--- config.mk ---
export PLATFORM = sky130hd
export DESIGN_NAME = i2c_host_ctrl
export DESIGN_NICKNAME = d
export VERILOG_FILES = /design/src/rtl/i2c_host_ctrl.sv
export SDC_FILE = /design/constraint.sdc
export NUM_CORES = 1
export LEC_CHECK = 0
export ABC_AREA = 1
export CAP_MARGIN = 25
export CELL_PAD_IN_SITES_DETAIL_PLACEMENT = 1
export CELL_PAD_IN_SITES_GLOBAL_PLACEMENT = 2
export CORE_ASPECT_RATIO = 1.75
export CORE_MARGIN = 1.5
export CORE_UTILIZATION = 35
export DETAILED_ROUTE_END_ITERATION = 8
export DONT_BUFFER_PORTS = 1
export GPL_TIMING_DRIVEN = 0
export PLACE_DENSITY = 0.87
export SLEW_MARGIN = 40
export SYNTH_ARGS = -nofsm -noshare
export SYNTH_HDL_FRONTEND = slang
export SYNTH_SLANG_ARGS = --single-unit
export TNS_END_PERCENT = 1
--- constraint.sdc ---
create_clock -name clk -period 1.7 [get_ports clk]
set_clock_uncertainty 0.05 [all_clocks]
set_input_delay 0.17 -clock clk [delete_from_list [all_inputs] [get_ports clk]]
set_output_delay 0.17 -clock clk [all_outputs]
set_load 0.005 [all_outputs]
--- src/rtl/i2c_host_ctrl.sv ---
module i2c_host_ctrl #(
  parameter int          AW       = 3,
  parameter int          WD_W     = 16,
  parameter logic [7:0]  OWN_MASK = 8'hFE,
  parameter logic [7:0]  DIV_MASK = 8'h3F,
  parameter logic [7:0]  CTL_MASK = 8'hFC
) (
  input  logic          clk,
  input  logic          rst_n,
  input  logic          host_req,
  input  logic          host_we,
  input  logic [AW-1:0] host_addr,
  input  logic [WD_W-1:0] host_wdata,
  output logic          host_ack,
  output logic [7:0]    host_rdata,
  output logic          irq,
  output logic [7:0]    clk_div,
  output logic          cmd_valid,
  input  logic          cmd_ready,
  output logic [1:0]    cmd_op,
  output logic [7:0]    cmd_byte,
  input  logic          rsp_valid,
  input  logic          rsp_nack,
  input  logic [7:0]    rsp_byte
);
  localparam logic [AW-1:0] A_OWN = AW'(0), A_DIV = AW'(1), A_CTL = AW'(2),
                            A_STS = AW'(3), A_DAT = AW'(4);
  localparam int C_EN = 7, C_IE = 6, C_MST = 5, C_TX = 4, C_RS = 2;
  localparam int S_BUSY = 5, S_ARB = 4, S_IF = 1, S_NAK = 0;
  localparam logic [1:0] OP_START = 2'd0, OP_SEND = 2'd1, OP_RECV = 2'd2, OP_STOP = 2'd3;

  typedef enum logic [1:0] {ST_IDLE, ST_CMD, ST_WAIT, ST_DONE} st_t;
  typedef enum logic [1:0] {PA_NONE, PA_ADDR, PA_SEND, PA_RECV} pa_t;

  st_t        st;
  pa_t        pa;
  logic [7:0] r_own, r_div, r_ctl, r_sts, r_drd;
  logic       active;

  logic [7:0] w8, nctl;
  logic       raise_ok, unused_hi;
  assign w8        = host_wdata[7:0];
  assign nctl      = w8 & CTL_MASK;
  assign raise_ok  = r_ctl[C_EN] & r_ctl[C_IE];
  assign unused_hi = ^host_wdata[WD_W-1:8];

  assign host_ack  = (st == ST_DONE);
  assign cmd_valid = (st == ST_CMD);
  assign irq       = r_sts[S_IF];
  assign clk_div   = r_div;

  always_ff @(posedge clk or negedge rst_n) begin
    if (!rst_n) begin
      st <= ST_IDLE;  pa <= PA_NONE;
      r_own <= '0; r_div <= '0; r_ctl <= '0; r_sts <= '0; r_drd <= '0;
      active <= 1'b0; host_rdata <= '0; cmd_op <= OP_START; cmd_byte <= '0;
    end else begin
      case (st)
        ST_IDLE: if (host_req) begin
          st <= ST_DONE;
          host_rdata <= '0;
          if (!host_we) begin
            case (host_addr)
              A_OWN: host_rdata <= r_own;
              A_DIV: host_rdata <= r_div;
              A_CTL: host_rdata <= r_ctl;
              A_STS: host_rdata <= r_sts;
              A_DAT: begin
                host_rdata <= r_drd;
                if (r_ctl[C_MST]) begin
                  if (!active || r_ctl[C_TX]) begin
                    host_rdata <= 8'hFF;
                    r_drd      <= 8'hFF;
                  end else begin
                    st <= ST_CMD; cmd_op <= OP_RECV; cmd_byte <= '0; pa <= PA_RECV;
                  end
                end
              end
              default: ;
            endcase
          end else begin
            case (host_addr)
              A_OWN: r_own <= w8 & OWN_MASK;
              A_DIV: r_div <= w8 & DIV_MASK;
              A_CTL: begin
                if (r_ctl[C_EN] && !w8[C_EN]) begin
                  r_div <= '0; r_ctl <= '0; r_sts <= '0; r_drd <= '0;
                  active <= 1'b0;
                  if (active) begin
                    st <= ST_CMD; cmd_op <= OP_STOP; cmd_byte <= '0; pa <= PA_NONE;
                  end
                end else begin
                  r_ctl         <= nctl;
                  r_sts[S_BUSY] <= nctl[C_MST];
                  if (active && (!nctl[C_MST] || nctl[C_RS])) begin
                    active <= 1'b0;
                    st <= ST_CMD; cmd_op <= OP_STOP; cmd_byte <= '0; pa <= PA_NONE;
                    if (nctl[C_MST]) r_ctl <= nctl & ~(8'd1 << C_RS);
                  end
                end
              end
              A_STS: begin
                if (!w8[S_IF])  r_sts[S_IF]  <= 1'b0;
                if (!w8[S_ARB]) r_sts[S_ARB] <= 1'b0;
              end
              A_DAT: if (r_ctl[C_EN] && r_ctl[C_MST]) begin
                st       <= ST_CMD;
                cmd_byte <= w8;
                cmd_op   <= active ? OP_SEND : OP_START;
                pa       <= active ? PA_SEND : PA_ADDR;
              end
              default: ;
            endcase
          end
        end
        ST_CMD: if (cmd_ready) st <= ST_WAIT;
        ST_WAIT: if (rsp_valid) begin
          st <= ST_DONE;
          case (pa)
            PA_ADDR: begin
              r_sts[S_NAK] <= rsp_nack;
              if (!rsp_nack) begin
                active <= 1'b1;
                if (raise_ok) r_sts[S_IF] <= 1'b1;
              end
            end
            PA_SEND: begin
              r_sts[S_NAK] <= rsp_nack;
              if (rsp_nack) begin
                active <= 1'b0;
                st <= ST_CMD; cmd_op <= OP_STOP; cmd_byte <= '0; pa <= PA_NONE;
              end else if (raise_ok) r_sts[S_IF] <= 1'b1;
            end
            PA_RECV: begin
              r_drd      <= rsp_byte;
              host_rdata <= rsp_byte;
              if (raise_ok) r_sts[S_IF] <= 1'b1;
            end
            default: ;
          endcase
        end
        default: st <= ST_IDLE;
      endcase
    end
  end
endmodule

==> impl_metrics.env <==
export IMPL_outcome="finished clean"
export IMPL_clock_sinks=52
export IMPL_cp_start_kind="flop"
export IMPL_syn_area_um2=3150
export IMPL_hold_viol=0
export IMPL_yosysTopAreaCellShare_pct=41.3
export IMPL_clockBufferDepth=2
export IMPL_nNetsFinal=500
export IMPL_via_count=2911
export IMPL_worstPathArrival_ns=1.87
export IMPL_synthArstFlopShare_pct=100
export IMPL_worstSetupPathType="flop to flop"
export IMPL_grt_pass1_wl_um=15400
export IMPL_die_y_um=129
export IMPL_max_freq_mhz=591
export IMPL_synth_top_family_by_area="simple AND/OR/NAND/NOR gates"
export IMPL_cts_buffers=5
export IMPL_p_int_mw=3.30
export IMPL_p_sw_share_pct=44.6
export IMPL_clock_latency_ns=0.30
export IMPL_regArea_um2=1300
export IMPL_seq_power_share_pct=36.9
export IMPL_worstPathRequired_ns=1.88
export IMPL_power_frac_comb_pct=45.4
export IMPL_synth_avg_cell_area_um2=7.20
export IMPL_cts_tree="done"
export IMPL_netlist_instances=438
export IMPL_clkPwrFrac_pct=17.7
export IMPL_holdWs_ns=0.0192
export IMPL_routed_wl_um=9640
export IMPL_grt_overflow=0
export IMPL_synth_edff_count=0
export IMPL_drt_initial_drc_count=57
export IMPL_slew_headroom_pct=63.9
export IMPL_synth_xor_area_share_pct=0
export IMPL_post_route_min_period_ns=1.69
export IMPL_synth_top_cells_by_area="dfrtp_1 41%, nand2_1 18%, inv_1 5.5%"
export IMPL_io_buffers=0
export IMPL_fillers=1114
export IMPL_slew_viol_final=0
export IMPL_h_tree_depth=2
export IMPL_tightest_slew_ns=0.538
export IMPL_worstPathMaxFanout=10
export IMPL_power_mw=5.95
export IMPL_power_density_nw_per_um2=1610
export IMPL_die_w_um=74.7
export IMPL_antenna_found_initial=0
export IMPL_drc_errors=0
export IMPL_start_util_pct=36.1
export IMPL_dieArea_um2=9610
export IMPL_rsz0062_at_grt="true"
export IMPL_io_pin_count=63
export IMPL_max_cap_violations=0
export IMPL_synthSimpleGateAreaFrac_pct=38.2
export IMPL_dominantRegCellSynth="dfrtp_1"
export IMPL_yosys_area_top_type="dfrtp_1"
export IMPL_synthAdderAreaFrac_pct=1.19
export IMPL_grt_pass1_vias=3082
export IMPL_leakage_nw=1.87
export IMPL_dp_worst_setup_slack_ns=-0.128
export IMPL_ys_ff_latch=52
export IMPL_setup_ws_ns=0.00711
export IMPL_setup_tns_ns=0
export IMPL_setup_viol=0
export IMPL_grt_max_degree=53
export IMPL_core_area_um2=8730
export IMPL_ir_drop_mv=0.652
export IMPL_multiInputGateArea_um2=1620
export IMPL_synth_compound_area_share_pct=10.0
export IMPL_grt_usage_pct=21.2
export IMPL_area_delta_synth_final_pct=17.2
export IMPL_ys_types=32
export IMPL_muxShareOfSynthArea_pct=0
export IMPL_hpwl_um=7330
export IMPL_final_antenna_net_count=0
export IMPL_via_per_inst=5.01
export IMPL_cts_clk_slew_worst_paths_ns=0.07
export IMPL_drt_pass1_iterations=4
export IMPL_place_congestion=0.850
export IMPL_fin_crit_sh_pct=99.6
export IMPL_cts_root_buffer="clkbuf_16"
export IMPL_seq_area_frac_synth_pct=41.3
export IMPL_antenna_cells=0
export IMPL_yosys_warnings=0
export IMPL_drive_above_1_share_pct=17.0
export IMPL_wl_per_cell_um=16.6
export IMPL_rows=45
export IMPL_end_kind="flop"
export IMPL_hold_path_class="input port to flop"
export IMPL_power_switching_mw=2.65
==> worst max-delay path: stages, from the launching register on <==
cell and delay [ns]:
dfrtp_1 0.38, buf_6 0.14, nor2_4 0.15, nand2_2 0.09
nor2_4 0.16, inv_2 0.06, nor3_4 0.24, buf_6 0.19
nor2_1 0.06, a21oi_2 0.10
==> what timing repair did <==
item / in CTS / in global routing
buffers inserted: 0 / 8
resized for setup: 9 / 18
endpoints found under the hold margin: 61 / 0
hold buffers: 9 / 0
pin swaps: 3 / 4
setup endpoints to repair: 40 / 44
==> synthesized netlist by cell type (4+ instances only) <==
cell type and number:
nand2_1 147, nor2_4 4, inv_1 46, inv_2 6, nand2_2 7, o21ai_0 19
a21oi_2 4, a21oi_1 24, nor2_1 39, nand3_1 31, buf_2 5, o21ai_1 5
nand4_1 17, dfrtp_1 52
==> cell usage in the layout, fill, tap and decap left out, drive strengths merged, types with 3 or more instances in the layout <==
cell type	Yosys	layout
buf	11	20
a21oi	28	28
dlygate4sd3	0	8
clkinv	1	3
dfrtp	52	52
nor2	46	46
clkbuf	1	6
nor3	3	3
nand3	33	33
o21ai	27	27
nand2	157	157
ha	3	3
nand4	17	17
inv	52	52
==> kinds of logic after synthesis <==
kind of cell             Yosys count
AND/OR/NAND/NOR                  260
buffers and inverters             65
AO/OA/AOI/OAI                     57
flip-flops                        52
adder cells (fa/ha/maj)            3
other                              1
==> power groups by stage <==
stage          registers (mW)  logic (mW)  clock network, mW
5_1_grt                  2.26        3.07               1.13
3_3_place_gp             2.19        2.35                  0
4_1_cts                  2.18        2.56               1.09
6_report                 2.19        2.70               1.05
2_1_floorplan            2.06        1.90                  0
3_5_place_dp             2.20        2.44                  0
==> worst paths after layout <==
| kind | depth (start not counted) | slack [ns] | end | startpoint |
|---|---|---|---|---|
| setup / recovery | 9 | 0.007 | r_own[6]$_DFFE_PN0P_ | st[1]$_DFFE_PN0P_ |
| hold / removal | 2 | 0.02 | r_sts[0]$_DFFE_PN0P_ | rsp_nack |
| setup reg to reg | 9 | 0.007 | r_own[6]$_DFFE_PN0P_ | st[1]$_DFFE_PN0P_ |
| hold reg to reg | 2 | 0.45 | cmd_byte[6]$_DFFE_PN0P_ | cmd_byte[6]$_DFFE_PN0P_ |
| max in group asynchronous | 2 | 1.01 | cmd_byte[0]$_DFFE_PN0P_ | rst_n |
| min in group asynchronous | 2 | 0.34 | active$_DFFE_PN0P_ | rst_n |
==> cell type report <==
class	instances	share of cell area, %
inverters	53	5.56
clock inverters	3	0.610
clock buffers	5	3.39
plain buffers	12	2.68
well taps	117	3.96
repair buffers	17	4.54
multi-input cells	322	44.0
flip-flops and latches	52	35.3
==> per-layer routing <==
layer  GRT usage, %  vias to the layer above  routed length (um)
li1               -                     1444                   -
met1           23.2                     1418                3770
met2           40.4                       42                5480
met3           2.98                        7                 238
met4           6.84                        0                 151
met5              0                        -                   0
==> flip-flops by register name (all words and copies together), names as in the netlist <==
register	flops
clk_div	6
cmd_byte	8
pa	2
r_ctl	6
active	1
r_sts	2
r_own	7
r_drd	8
host_rdata	8
cmd_op	2
st	2
==> metrics by stage <==
stage / area [um2] / util, % / std cells
after floorplan: 3160 / - / 439
after global placement: 3300 / 37.8 / 556
after detailed placement: 3300 / 37.8 / 556
after CTS: 3590 / 41.1 / 573
after global routing: 3690 / 42.3 / 581
final: 3690 / 42.3 / 581
No activity file was read; power rests on OpenSTA's default activity.
